### src/rtl/bgf_pkg.sv
package bgf_pkg;
  localparam int PIX_W  = 8;
  localparam int COLV_W = 3;
  localparam int OUT_W  = 5;

  typedef struct packed {
    logic shiftEn;
    logic emitEn;
  } bgfStrobe_t;

  // vertical 1-2-1 weighted count of a 3-bit column code {top, mid, bottom}
  function automatic logic [COLV_W-1:0] colWeight(input logic [2:0] code);
    return {2'b00, code[2]} + {1'b0, code[1], 1'b0} + {2'b00, code[0]};
  endfunction
endpackage

### src/rtl/bgf_ctrl.sv
module bgf_ctrl
  import bgf_pkg::*;
#(
  parameter int IMG_W = 8,
  parameter int COL_W = $clog2(IMG_W + 1)
) (
  input  logic             clk,
  input  logic             rstN,
  input  logic             pixValid,
  input  logic             lineStart,
  input  logic             frameStart,
  output bgfStrobe_t       strobe,
  output logic [COL_W-1:0] colIdx
);
  localparam logic [COL_W-1:0] COL_END = COL_W'(IMG_W);

  logic [COL_W-1:0] colCnt;
  logic [1:0]       rowCnt;
  logic [COL_W-1:0] curCol;
  logic [1:0]       curRow;
  logic             inRange;

  always_comb begin
    curCol = lineStart ? '0 : colCnt;
    if (frameStart)      curRow = 2'd0;
    else if (lineStart)  curRow = (rowCnt == 2'd2) ? 2'd2 : rowCnt + 2'd1;
    else                 curRow = rowCnt;
    inRange        = curCol < COL_END;
    strobe.shiftEn = pixValid && inRange;
    strobe.emitEn  = pixValid && inRange && (curRow == 2'd2) && (curCol >= COL_W'(2));
    colIdx         = curCol;
  end

  always_ff @(posedge clk) begin
    if (!rstN) begin
      colCnt <= '0;
      rowCnt <= 2'd0;
    end else if (pixValid) begin
      rowCnt <= curRow;
      colCnt <= inRange ? curCol + COL_W'(1) : curCol;
    end
  end
endmodule

### src/rtl/bgf_datapath.sv
module bgf_datapath
  import bgf_pkg::*;
#(
  parameter int IMG_W    = 8,
  parameter int COL_W    = $clog2(IMG_W + 1),
  parameter int THR_INIT = 128
) (
  input  logic             clk,
  input  logic             rstN,
  input  logic             thrWrEn,
  input  logic [PIX_W-1:0] thrWrData,
  input  logic [PIX_W-1:0] pixIn,
  input  bgfStrobe_t       strobe,
  input  logic [COL_W-1:0] colIdx,
  output logic             outValid,
  output logic [OUT_W-1:0] outPix
);
  localparam int AW = (IMG_W > 1) ? $clog2(IMG_W) : 1;

  logic [PIX_W-1:0]  thr;
  logic              pixBit;
  logic              lbMid [IMG_W];
  logic              lbTop [IMG_W];
  logic [AW-1:0]     idx;
  logic [2:0]        code;
  logic [COLV_W-1:0] lutTab [8];
  logic [COLV_W-1:0] colV0, colV1, colV2;
  logic              emitD;

  for (genvar gi = 0; gi < 8; gi++) begin : g_lut
    assign lutTab[gi] = colWeight(3'(gi));
  end

  assign idx    = colIdx[AW-1:0];
  assign pixBit = pixIn > thr;
  assign code   = {lbTop[idx], lbMid[idx], pixBit};

  always_ff @(posedge clk) begin
    if (!rstN) thr <= PIX_W'(THR_INIT);
    else if (thrWrEn) thr <= thrWrData;
  end

  always_ff @(posedge clk) begin
    if (strobe.shiftEn) begin
      lbTop[idx] <= lbMid[idx];
      lbMid[idx] <= pixBit;
    end
  end

  always_ff @(posedge clk) begin
    if (!rstN) begin
      colV0    <= '0;
      colV1    <= '0;
      colV2    <= '0;
      emitD    <= 1'b0;
      outValid <= 1'b0;
      outPix   <= '0;
    end else begin
      if (strobe.shiftEn) begin
        colV0 <= lutTab[code];
        colV1 <= colV0;
        colV2 <= colV1;
      end
      emitD    <= strobe.emitEn;
      outValid <= emitD;
      if (emitD)
        outPix <= {2'b00, colV2} + {1'b0, colV1, 1'b0} + {2'b00, colV0};
    end
  end
endmodule

### src/rtl/bin_gauss_filter.sv
module bin_gauss_filter
  import bgf_pkg::*;
#(
  parameter int IMG_W    = 8,
  parameter int THR_INIT = 128
) (
  input  logic             clk,
  input  logic             rstN,
  input  logic             thrWrEn,
  input  logic [7:0]       thrWrData,
  input  logic             pixValid,
  input  logic [7:0]       pixIn,
  input  logic             lineStart,
  input  logic             frameStart,
  output logic             outValid,
  output logic [4:0]       outPix
);
  localparam int COL_W = $clog2(IMG_W + 1);

  bgfStrobe_t       strobe;
  logic [COL_W-1:0] colIdx;

  bgf_ctrl #(.IMG_W(IMG_W), .COL_W(COL_W)) u_ctrl (
    .clk(clk), .rstN(rstN), .pixValid(pixValid), .lineStart(lineStart),
    .frameStart(frameStart), .strobe(strobe), .colIdx(colIdx)
  );

  bgf_datapath #(.IMG_W(IMG_W), .COL_W(COL_W), .THR_INIT(THR_INIT)) u_dp (
    .clk(clk), .rstN(rstN), .thrWrEn(thrWrEn), .thrWrData(thrWrData),
    .pixIn(pixIn), .strobe(strobe), .colIdx(colIdx),
    .outValid(outValid), .outPix(outPix)
  );
endmodule

### config.mk
export PLATFORM = sky130hd
export DESIGN_NAME = bin_gauss_filter
export DESIGN_NICKNAME = d
export VERILOG_FILES = /design/src/rtl/bgf_pkg.sv /design/src/rtl/bgf_ctrl.sv /design/src/rtl/bgf_datapath.sv /design/src/rtl/bin_gauss_filter.sv
export SDC_FILE = /design/constraint.sdc
export NUM_CORES = 1
export LEC_CHECK = 0
export BUFFER_PORTS_ARGS = -buffer_cell sky130_fd_sc_hd__buf_2
export CORE_MARGIN = 3
export CORE_UTILIZATION = 50
export DETAILED_ROUTE_END_ITERATION = 8
export GPL_ROUTABILITY_DRIVEN = 1
export MAX_ROUTING_LAYER = met4
export PLACE_DENSITY = 0.73
export SYNTH_ARGS = -nofsm -noshare
export SYNTH_HDL_FRONTEND = slang
export SYNTH_SLANG_ARGS = --single-unit
### constraint.sdc
create_clock -name clk -period 1.8 [get_ports clk]
set_input_delay 0.09 -clock clk [delete_from_list [all_inputs] [get_ports clk]]
set_output_delay 0.09 -clock clk [all_outputs]
set_load 0.01 [all_outputs]
==> impl_metrics.py, run 1 <==
metrics = {
    "pwr": {
        "ir_worst_vdd_uv": 430.2,
        "p_leak_nw": 1.156,
        "powerDensity_nw_per_um2": 741.7,
        "p_total_mw": 2.075,
    },
    "die": {
        "io_pins": 28,
        "core-area_um2": 4444,
        "die_height_um": 74.35,
        "die_x_um": 74.35,
        "rows": 24,
        "start_util_pct": 52.56,
        "die_area_um2": 5528,
    },
    "cts": {
        "htree_levels": 2,
        "clk_path_buf_depth": 2,
        "cts_tree": "done",
        "cts_root_buf": "clkbuf_8",
        "clock_latency_ps": 300,
        "cts.clk_slew.worst_paths_ps": 80,
        "cts.sinks": 46,
        "ctsHoldBuffers": 0,
        "cts_made_buffers": 5,
    },
    "sta": {
        "hold_violations": 0,
        "skew_ps": 2.768,
        "setup-violations-final": 2,
        "maxSlewViolCount": 0,
        "fmax_mhz": 533.9,
        "setup_ws_ps": -72.98,
        "min_period_ps": 1873,
        "relSlewSlack_pct": 63.04,
        "tightest_slew_ps": 550.6,
        "rsz0062_at_grt": "yes",
        "min_period_over_period_pct": 104.1,
    },
    "grt": {
        "grtUsageTotal_pct": 17.96,
        "antenna_found_initial": 0,
        "grt-ovfl-total": 0,
        "grt_pass1_vias": 1709,
        "grt_pass1_wl_um": 7438,
        "grt_max_degree": 32,
    },
    "detailed_routing": {
        "ant_nets": 0,
        "vias": 1793,
        "dr.pass1.iters": 4,
        "drt-total-wl_um": 4690,
        "via_per_inst": 5.466,
        "drtIter0Drc": 84,
        "wl_per_cell_um": 14.30,
        "drc_errors": 0,
    },
    "yosys": {
        "ys_warn_count": 0,
        "synth_flop_cell": "dfxtp_1",
        "syn_inst": 234,
        "avgSynthCellArea_um2": 9.983,
        "synth_edf_count": 16,
        "async_flop_share_pct": 0,
        "syn-num-nets": 275,
        "synth-seq-cells": 46,
        "synth_cell_types": 43,
        "yosysSeqAreaShare_pct": 46.28,
        "synth_area_um2": 2336,
    },
    "critical_path": {
        "slowest_delay_ps": 540,
        "startpoint_type": "register",
        "crit_required_ps": 1990,
        "crit_family": "adder cells",
        "crit_arrival_ps": 2070,
        "crit_path_cell_trace": "fa_1 -> ha_2 -> inv_2 -> fa_2 -> nand2_1 -> o211a_1",
        "critical_path_buf_inv_count": 1,
        "path_class": "reg2reg",
        "end_kind": "register",
        "slowest_stage": "fa_1",
        "crit_fanout": 2,
    },
    "final_layout": {
        "diodes": 0,
        "final_core_util_pct": 62.95,
        "final_common_cell": "buf_2",
        "final_cell_mix": "buf_2, nand2_1, buf_4, dfxtp_1, edfxtp_1",
        "final_nets": 316,
        "fin_cells": 328,
        "final_layout_size_suffix_gt1_share_pct": 29.71,
        "area_delta_synth_final_pct": 19.76,
    },
    "min_path": {
        "hp-class": "in2reg",
    },
    "place": {
        "gp_congestion": 0.7972,
        "dp.cells": 319,
        "io_buffers": 27,
        "dp_hpwl_um": 3170,
    },
    "outcome": {
        "status": "finished, violations left",
        "violations": "setup timing",
    },
    "job": {
        "drv_cap": 0,
    },
}
==> synth_stat cells (all sizes together) (2+ instances only) <==
cell type | instances | area (um2)
nand4 | 5 | 31.28
and2 | 2 | 12.51
nor3 | 4 | 20.02
clkbuf | 7 | 26.28
or3b | 2 | 20.02
ha | 16 | 200.2
a21oi | 11 | 55.05
o211a | 2 | 20.02
edfxtp | 16 | 480.5
nor2b | 15 | 96.34
o31ai | 2 | 15.01
nand3 | 3 | 15.01
a21boi | 8 | 60.05
nor4 | 2 | 12.51
o21ai | 11 | 55.05
dfxtp | 30 | 600.6
mux2i | 14 | 140.1
a22oi | 2 | 15.01
buf | 6 | 35.03
o211ai | 3 | 22.52
nand2 | 26 | 97.59
inv | 20 | 75.07
and3 | 3 | 18.77
nor2 | 9 | 33.78
fa | 3 | 60.06
o32ai | 2 | 25.03
==> sequential cells by signal (all words and copies together) (netlist names) <==
name / flops
u_dp.outPix: 5
u_ctrl.colCnt: 4
u_dp.outValid: 1
u_dp.colV0: 3
u_dp.emitD: 1
u_dp.colV1: 3
u_dp.lbTop: 8
u_dp.lbMid: 8
u_dp.colV2: 3
u_ctrl.rowCnt: 2
u_dp.thr: 8
==> worst reg2reg max path, stage by stage (launching register included) <==
cell and delay, ps:
dfxtp_2 340, fa_1 540, ha_2 180, inv_2 40, fa_2 510, nand2_1 50
o211a_1 120
==> logic make-up after synthesis <==
logic type / after synthesis / synth area share [%]
and+or+nand+nor: 77 / 17.78
DFF: 46 / 46.28
AOI/OAI and AO/OA: 44 / 12.59
buffers and inverters: 33 / 5.838
adders and majority gates: 19 / 11.14
muxes: 14 / 5.999
xor gates and xnor gates: 1 / 0.3750
==> layer usage <==
metal	GRT usage (%)	part of all wire, %
met1	21.88	45
met2	29.53	49
met3	4.459	3.8
met4	5.336	1.9
met5	-	0
==> power by group <==
part / switching (mW) / leakage (nW) / internal, mW
registers: 0.0251 / 0.394 / 1.12
logic: 0.165 / 0.719 / 0.154
clock network: 0.319 / 0.0429 / 0.291
==> metrics by stage <==
| step | hold WS [ps] | TNS, ps | cell area (um2) | setup WS [ps] |
|---|---|---|---|---|
| detailed placement | 324.5 | -185.5 | 2618 | -110.2 |
| global placement | 319.1 | -39.78 | 2618 | -39.22 |
| finish | 21.98 | -130.4 | 2798 | -72.98 |
| global route | 52.39 | -434.4 | 2798 | -168.3 |
| CTS | 8.809 | -134.2 | 2706 | -73.98 |
| floorplan | 220.4 | -10.23 | 2336 | -10.23 |
==> final timing paths <==
| path | startpoint | endpoint | slack, ps | depth (start not counted) |
|---|---|---|---|---|
| worst max-delay path | u_dp.colV2[1] | u_dp.outPix[2] | -70 | 6 |
| worst min-delay path | thrWrData[7] | u_dp.thr[7] | 20 | 3 |
| worst max register to register | u_dp.colV2[1] | u_dp.outPix[2] | -70 | 6 |
| worst min register to register | u_dp.colV2[0] | u_dp.colV2[0] | 460 | 2 |
==> repair_timing <==
item,4_1_cts,5_1_grt
buffers inserted,0,1
gates resized for setup,3,23
pin swaps,0,7
endpoints found under the setup margin,5,5
==> area by class of cell <==
type	count	area, um2
Fill cell	373	1647
Multi-Input combinational cell	155	1192
Sequential cell	46	1096
Timing Repair Buffer	47	285.3
Clock buffer	8	83.83
Inverter	20	75.07
Tap cell	52	65.06
(Power assumes the default switching activity.)
==> run 2, diff against run 1 <==
- PLACE_DENSITY: 0.73 -> 0.7
- clock period: 1.8 -> 1.9 ns (I/O delays scaled with it)
==> impl_metrics.py, run 2 (synthesis gave the netlist of run 1 again) <==
metrics = {
    "outcome": {
        "status": "complete, no violations",
    },
    "critical_path": {
        "startpoint_type": "register",
        "crit_required_ps": 2090,
        "endpoint": "u_dp.outPix[2]",
        "crit_fanout": 2,
        "crit_arrival_ps": 2080,
        "reg2reg_depth": 6,
        "crit_family": "adder cells",
        "critical_path_buf_inv_count": 1,
        "worstReg2RegEnd": "u_dp.outPix[2]",
        "regToRegStartpoint": "u_dp.colV2[1]",
        "r2r_setup_slack_ps": 10,
        "crit_cells": 6,
        "slowest_delay_ps": 550,
        "crit_path_cell_trace": "fa_1 -> ha_2 -> inv_2 -> fa_2 -> nand2_1 -> o211a_1",
        "path_class": "reg2reg",
        "crit_start": "u_dp.colV2[1]",
        "slowest_stage": "fa_1",
        "end_kind": "register",
    },
    "cts": {
        "cts.clk_slew.worst_paths_ps": 90,
        "cts_tree": "done",
        "clk_path_buf_depth": 2,
        "clock_latency_ps": 300,
        "htree_levels": 2,
        "cts_made_buffers": 5,
        "cts.sinks": 46,
        "cts_root_buf": "clkbuf_8",
    },
    "detailed_routing": {
        "drt-total-wl_um": 4497,
        "vias": 1751,
        "drtIter0Drc": 121,
        "drc_errors": 0,
        "wl_per_cell_um": 13.88,
        "dr.pass1.iters": 4,
        "ant_nets": 0,
        "via_per_inst": 5.404,
    },
    "final_layout": {
        "biggestRegsByFlops": "u_dp.lbMid: 8 flops, u_dp.lbTop: 8 flops, u_dp.thr: 8 flops",
        "final_core_util_pct": 62.53,
        "fill_cells": 400,
        "final_common_cell": "buf_2",
        "diodes": 0,
        "final_layout_size_suffix_gt1_share_pct": 27.94,
        "area_delta_synth_final_pct": 18.96,
        "final_cell_mix": "buf_2, nand2_1, dfxtp_1",
        "stdcell_area_um2": 2779,
        "final_nets": 312,
    },
    "die": {
        "core-area_um2": 4444,
        "die_area_um2": 5528,
        "start_util_pct": 52.56,
        "die_x_um": 74.35,
        "rows": 24,
        "io_pins": 28,
        "die_height_um": 74.35,
    },
    "place": {
        "io_buffers": 27,
        "gp_congestion": 0.8271,
        "dp_hpwl_um": 3146,
        "dpl_cell_area_um2": 2580,
        "dp_worst_setup_slack_ps": 12.90,
    },
    "pwr": {
        "p_leak_nw": 1.148,
        "swShare_pct": 24.88,
        "switchingPower_uw": 495.0,
        "powerDensity_nw_per_um2": 715.8,
        "power_frac_clock_pct": 30.8,
        "p_comb_share_pct": 14.5,
        "p_total_mw": 1.989,
        "internal-power_mw": 1.494,
        "ir_worst_vdd_uv": 367.7,
        "seq_power_share_pct": 54.6,
    },
    "sta": {
        "hold_violations": 0,
        "min_period_ps": 1889,
        "relSlewSlack_pct": 67.63,
        "skew_ps": 10.72,
        "rsz0062_at_grt": "yes",
        "setup_ws_ps": 11.06,
        "setup-violations-final": 0,
        "min_period_over_period_pct": 99.42,
        "tightest_slew_ps": 482.4,
        "maxSlewViolCount": 0,
        "fmax_mhz": 529.4,
        "hold_slack_ps": 5.489,
    },
    "job": {
        "drv_cap": 0,
    },
    "grt": {
        "grt_max_degree": 32,
        "grt-ovfl-total": 0,
        "grt_pass1_wl_um": 7410,
        "grtUsageTotal_pct": 18.03,
        "antenna_found_initial": 0,
        "grt_pass1_vias": 1630,
    },
    "min_path": {
        "hp-class": "in2reg",
    },
}
## run 2: worst min-delay path by stage
stage / start / cells past startpoint / slack, ps / to
floorplan: thrWrData[7] / 2 / 230 / u_dp.thr[7]
global placement: thrWrData[7] / 3 / 320 / u_dp.thr[7]
detailed placement: thrWrData[7] / 3 / 320 / u_dp.thr[7]
CTS: thrWrData[7] / 3 / 2 / u_dp.thr[7]
global route: thrWrData[7] / 3 / 20 / u_dp.thr[7]
finish: thrWrData[7] / 3 / 5 / u_dp.thr[7]
## run 2: final cells by class
| cell class | count | area [um2] | area share, % |
|---|---|---|---|
| tap | 52 | 65.06 | 2.341 |
| clock inverter | 1 | 5.005 | 0.1801 |
| sequential | 46 | 1092 | 39.31 |
| clock buffer | 7 | 86.33 | 3.107 |
| multi-input combinational | 155 | 1200 | 43.18 |
| timing repair buffer | 43 | 255.2 | 9.185 |
| inverter | 20 | 75.07 | 2.701 |
## run 2: metal layers
metal / vias to the layer above / part of all wire (%) / GRT usage (%)
li1: 891 / - / -
met5: - / 0 / -
met3: 10 / 5.0 / 2.973
met4: 0 / 1.9 / 7.115
met2: 52 / 47 / 27.07
met1: 798 / 46 / 24.40
## run 2: power groups by stage
stage | Clock [mW] | Combinational [mW] | Sequential (mW)
after floorplan | 0 | 0.170 | 1.09
after CTS | 0.635 | 0.257 | 1.08
final | 0.613 | 0.289 | 1.09
after global routing | 0.665 | 0.324 | 1.09
after detailed placement | 0 | 0.255 | 1.11
after global placement | 0 | 0.250 | 1.11
## run 2: repair_timing
item | 4_1_cts | 5_1_grt
setup endpoints to repair | 2 | 5
hold buffers | 0 | 0
setup buffers | 0 | 2
gates resized for setup | 2 | 22
pin swaps | 0 | 9
## run 2: worst reg2reg max path, cell delays in order (launching register included)
cell and delay [ps]:
dfxtp_2 340, fa_1 550, ha_2 180, inv_2 40, fa_2 510, nand2_1 50, o211a_1 120
## run 2: per-stage QoR
stage          std cells  TNS, ps
6_report             324        0
4_1_cts              322  -0.8331
3_5_place_dp         314        0
3_3_place_gp         314        0
2_1_floorplan        234        0
5_1_grt              324   -110.8
==> run 3, diff against run 2 <==
- PLACE_DENSITY: 0.7 -> 0.68
==> impl_metrics.py, run 3 (synthesis gave the netlist of run 1 again) <==
metrics = {
    "outcome": {
        "status": "complete, no violations",
    },
    "detailed_routing": {
        "drtIter0Drc": 166,
        "ant_nets": 0,
        "wl_per_cell_um": 13.17,
        "vias": 1714,
        "via_per_inst": 5.323,
        "dr.pass1.iters": 4,
        "drt-total-wl_um": 4241,
        "drc_errors": 0,
    },
    "cts": {
        "clk_path_buf_depth": 2,
        "cts_made_buffers": 5,
        "clock_latency_ps": 310,
        "cts_tree": "done",
        "cts_root_buf": "clkbuf_8",
        "cts.clk_slew.worst_paths_ps": 90,
        "cts.sinks": 46,
        "htree_levels": 2,
    },
    "critical_path": {
        "slowest_delay_ps": 530,
        "reg2reg_depth": 6,
        "end_kind": "register",
        "crit_arrival_ps": 2080,
        "path_class": "reg2reg",
        "crit_fanout": 3,
        "crit_path_cell_trace": "fa_1 -> ha_2 -> inv_2 -> fa_2 -> nand2_1 -> o211a_1",
        "slowest_stage": "fa_1",
        "crit_required_ps": 2100,
        "startpoint_type": "register",
    },
    "pwr": {
        "ir_worst_vdd_uv": 403.3,
        "p_total_mw": 1.965,
        "p_leak_nw": 1.124,
        "powerDensity_nw_per_um2": 732.0,
    },
    "sta": {
        "min_period_ps": 1880,
        "fin_setup_tns_ps": 0,
        "hold_violations": 0,
        "relSlewSlack_pct": 61.04,
        "rsz0062_at_grt": "yes",
        "setup-violations-final": 0,
        "fmax_mhz": 531.8,
        "tightest_slew_ps": 579.1,
        "skew_ps": 4.995,
        "maxSlewViolCount": 0,
        "min_period_over_period_pct": 98.96,
    },
    "die": {
        "core-area_um2": 4444,
        "rows": 24,
        "die_area_um2": 5528,
        "die_x_um": 74.35,
        "start_util_pct": 52.56,
        "io_pins": 28,
        "die_height_um": 74.35,
    },
    "place": {
        "io_buffers": 27,
        "dp_hpwl_um": 3170,
        "dpl_cell_area_um2": 2565,
        "gp_congestion": 0.8606,
        "dp.cells": 312,
    },
    "final_layout": {
        "fin_cells": 322,
        "area_delta_synth_final_pct": 14.94,
        "final_cell_mix": "buf_2, dfxtp_1, nand2_1",
        "diodes": 0,
        "fill_cells": 390,
        "stdcell_area_um2": 2685,
        "final_nets": 310,
        "biggestRegsByFlops": "u_dp.lbMid: 8 flops, u_dp.lbTop: 8 flops, u_dp.thr: 8 flops",
        "final_layout_size_suffix_gt1_share_pct": 21.85,
    },
    "grt": {
        "grt_pass1_wl_um": 7507,
        "grt_max_degree": 32,
        "grt-ovfl-total": 0,
        "antenna_found_initial": 0,
        "grtUsageTotal_pct": 18.52,
        "grt_pass1_vias": 1634,
    },
    "min_path": {
        "hold_depth": 3,
        "hp-class": "in2reg",
    },
    "job": {
        "drv_cap": 0,
    },
}
[run 3: changes by cell type in the layout (fill, tap and decap cells not counted), moves of 3 or more]
cell / previous run / this run
buf_4: 16 / 13
dfxtp_1: 21 / 27
dfxtp_2: 9 / 3
ha_1: 10 / 15
ha_4: 5 / 0
[run 3: cell type report]
type	count	area, um2	area share (%)
multi-input cells	155	1124	41.85
repair buffers	41	242.7	9.040
inverters	20	75.07	2.796
flip-flops and latches	46	1085	40.40
clock buffers	5	68.82	2.563
well taps	52	65.06	2.423
clock inverters	3	25.02	0.9320
[run 3: per-stage QoR]
| step | utilization, % | hold slack [ps] | setup slack, ps |
|---|---|---|---|
| after CTS | 60.05 | 32.03 | 3.332 |
| after floorplan | - | 225.4 | 89.77 |
| after global routing | 60.42 | 61.83 | -47.35 |
| after global placement | 57.71 | 309.5 | 60.28 |
| final | 60.42 | 43.87 | 19.74 |
| after detailed placement | 57.71 | 319.0 | 22.72 |
[run 3: where the power goes]
group          internal (mW)  leakage (nW)  switching (mW)
clock                  0.266        0.0447           0.356
sequential              1.06         0.392          0.0250
combinational          0.123         0.687           0.134
[run 3: critical path, delay by kind of cell, from the launching register on]
family                     cells  cell delay (ps)
and+or+nand+nor                1               50
adders and majority gates      3             1210
buffers and inverters          1               40
DFF                            1              350
AOI/OAI and AO/OA              1              120
[run 3: path summary, 6_finish.rpt]
path	start	endpoint	slack (ps)
setup reg to reg	u_dp.colV0[1]	u_dp.outPix[2]	20
hold reg to reg	u_dp.colV2[0]	u_dp.colV2[0]	470
setup / recovery	u_dp.colV0[1]	u_dp.outPix[2]	20
hold / removal	thrWrData[1]	u_dp.thr[1]	40
[run 3: what timing repair did]
item	CTS	global route
resized for setup	0	7
buffers inserted	0	1
endpoints found under the setup margin	0	5
endpoints found under the hold margin	1	0
hold buffers	1	0
[run 3: per-layer routing]
layer  track usage [%]  routed length (um)  vias up
li1                  -                   -      890
met1             26.93                2211      774
met2             24.31                1737       42
met3             4.189                 205        8
met4             8.498                  86        0
met5                 -                   0        -
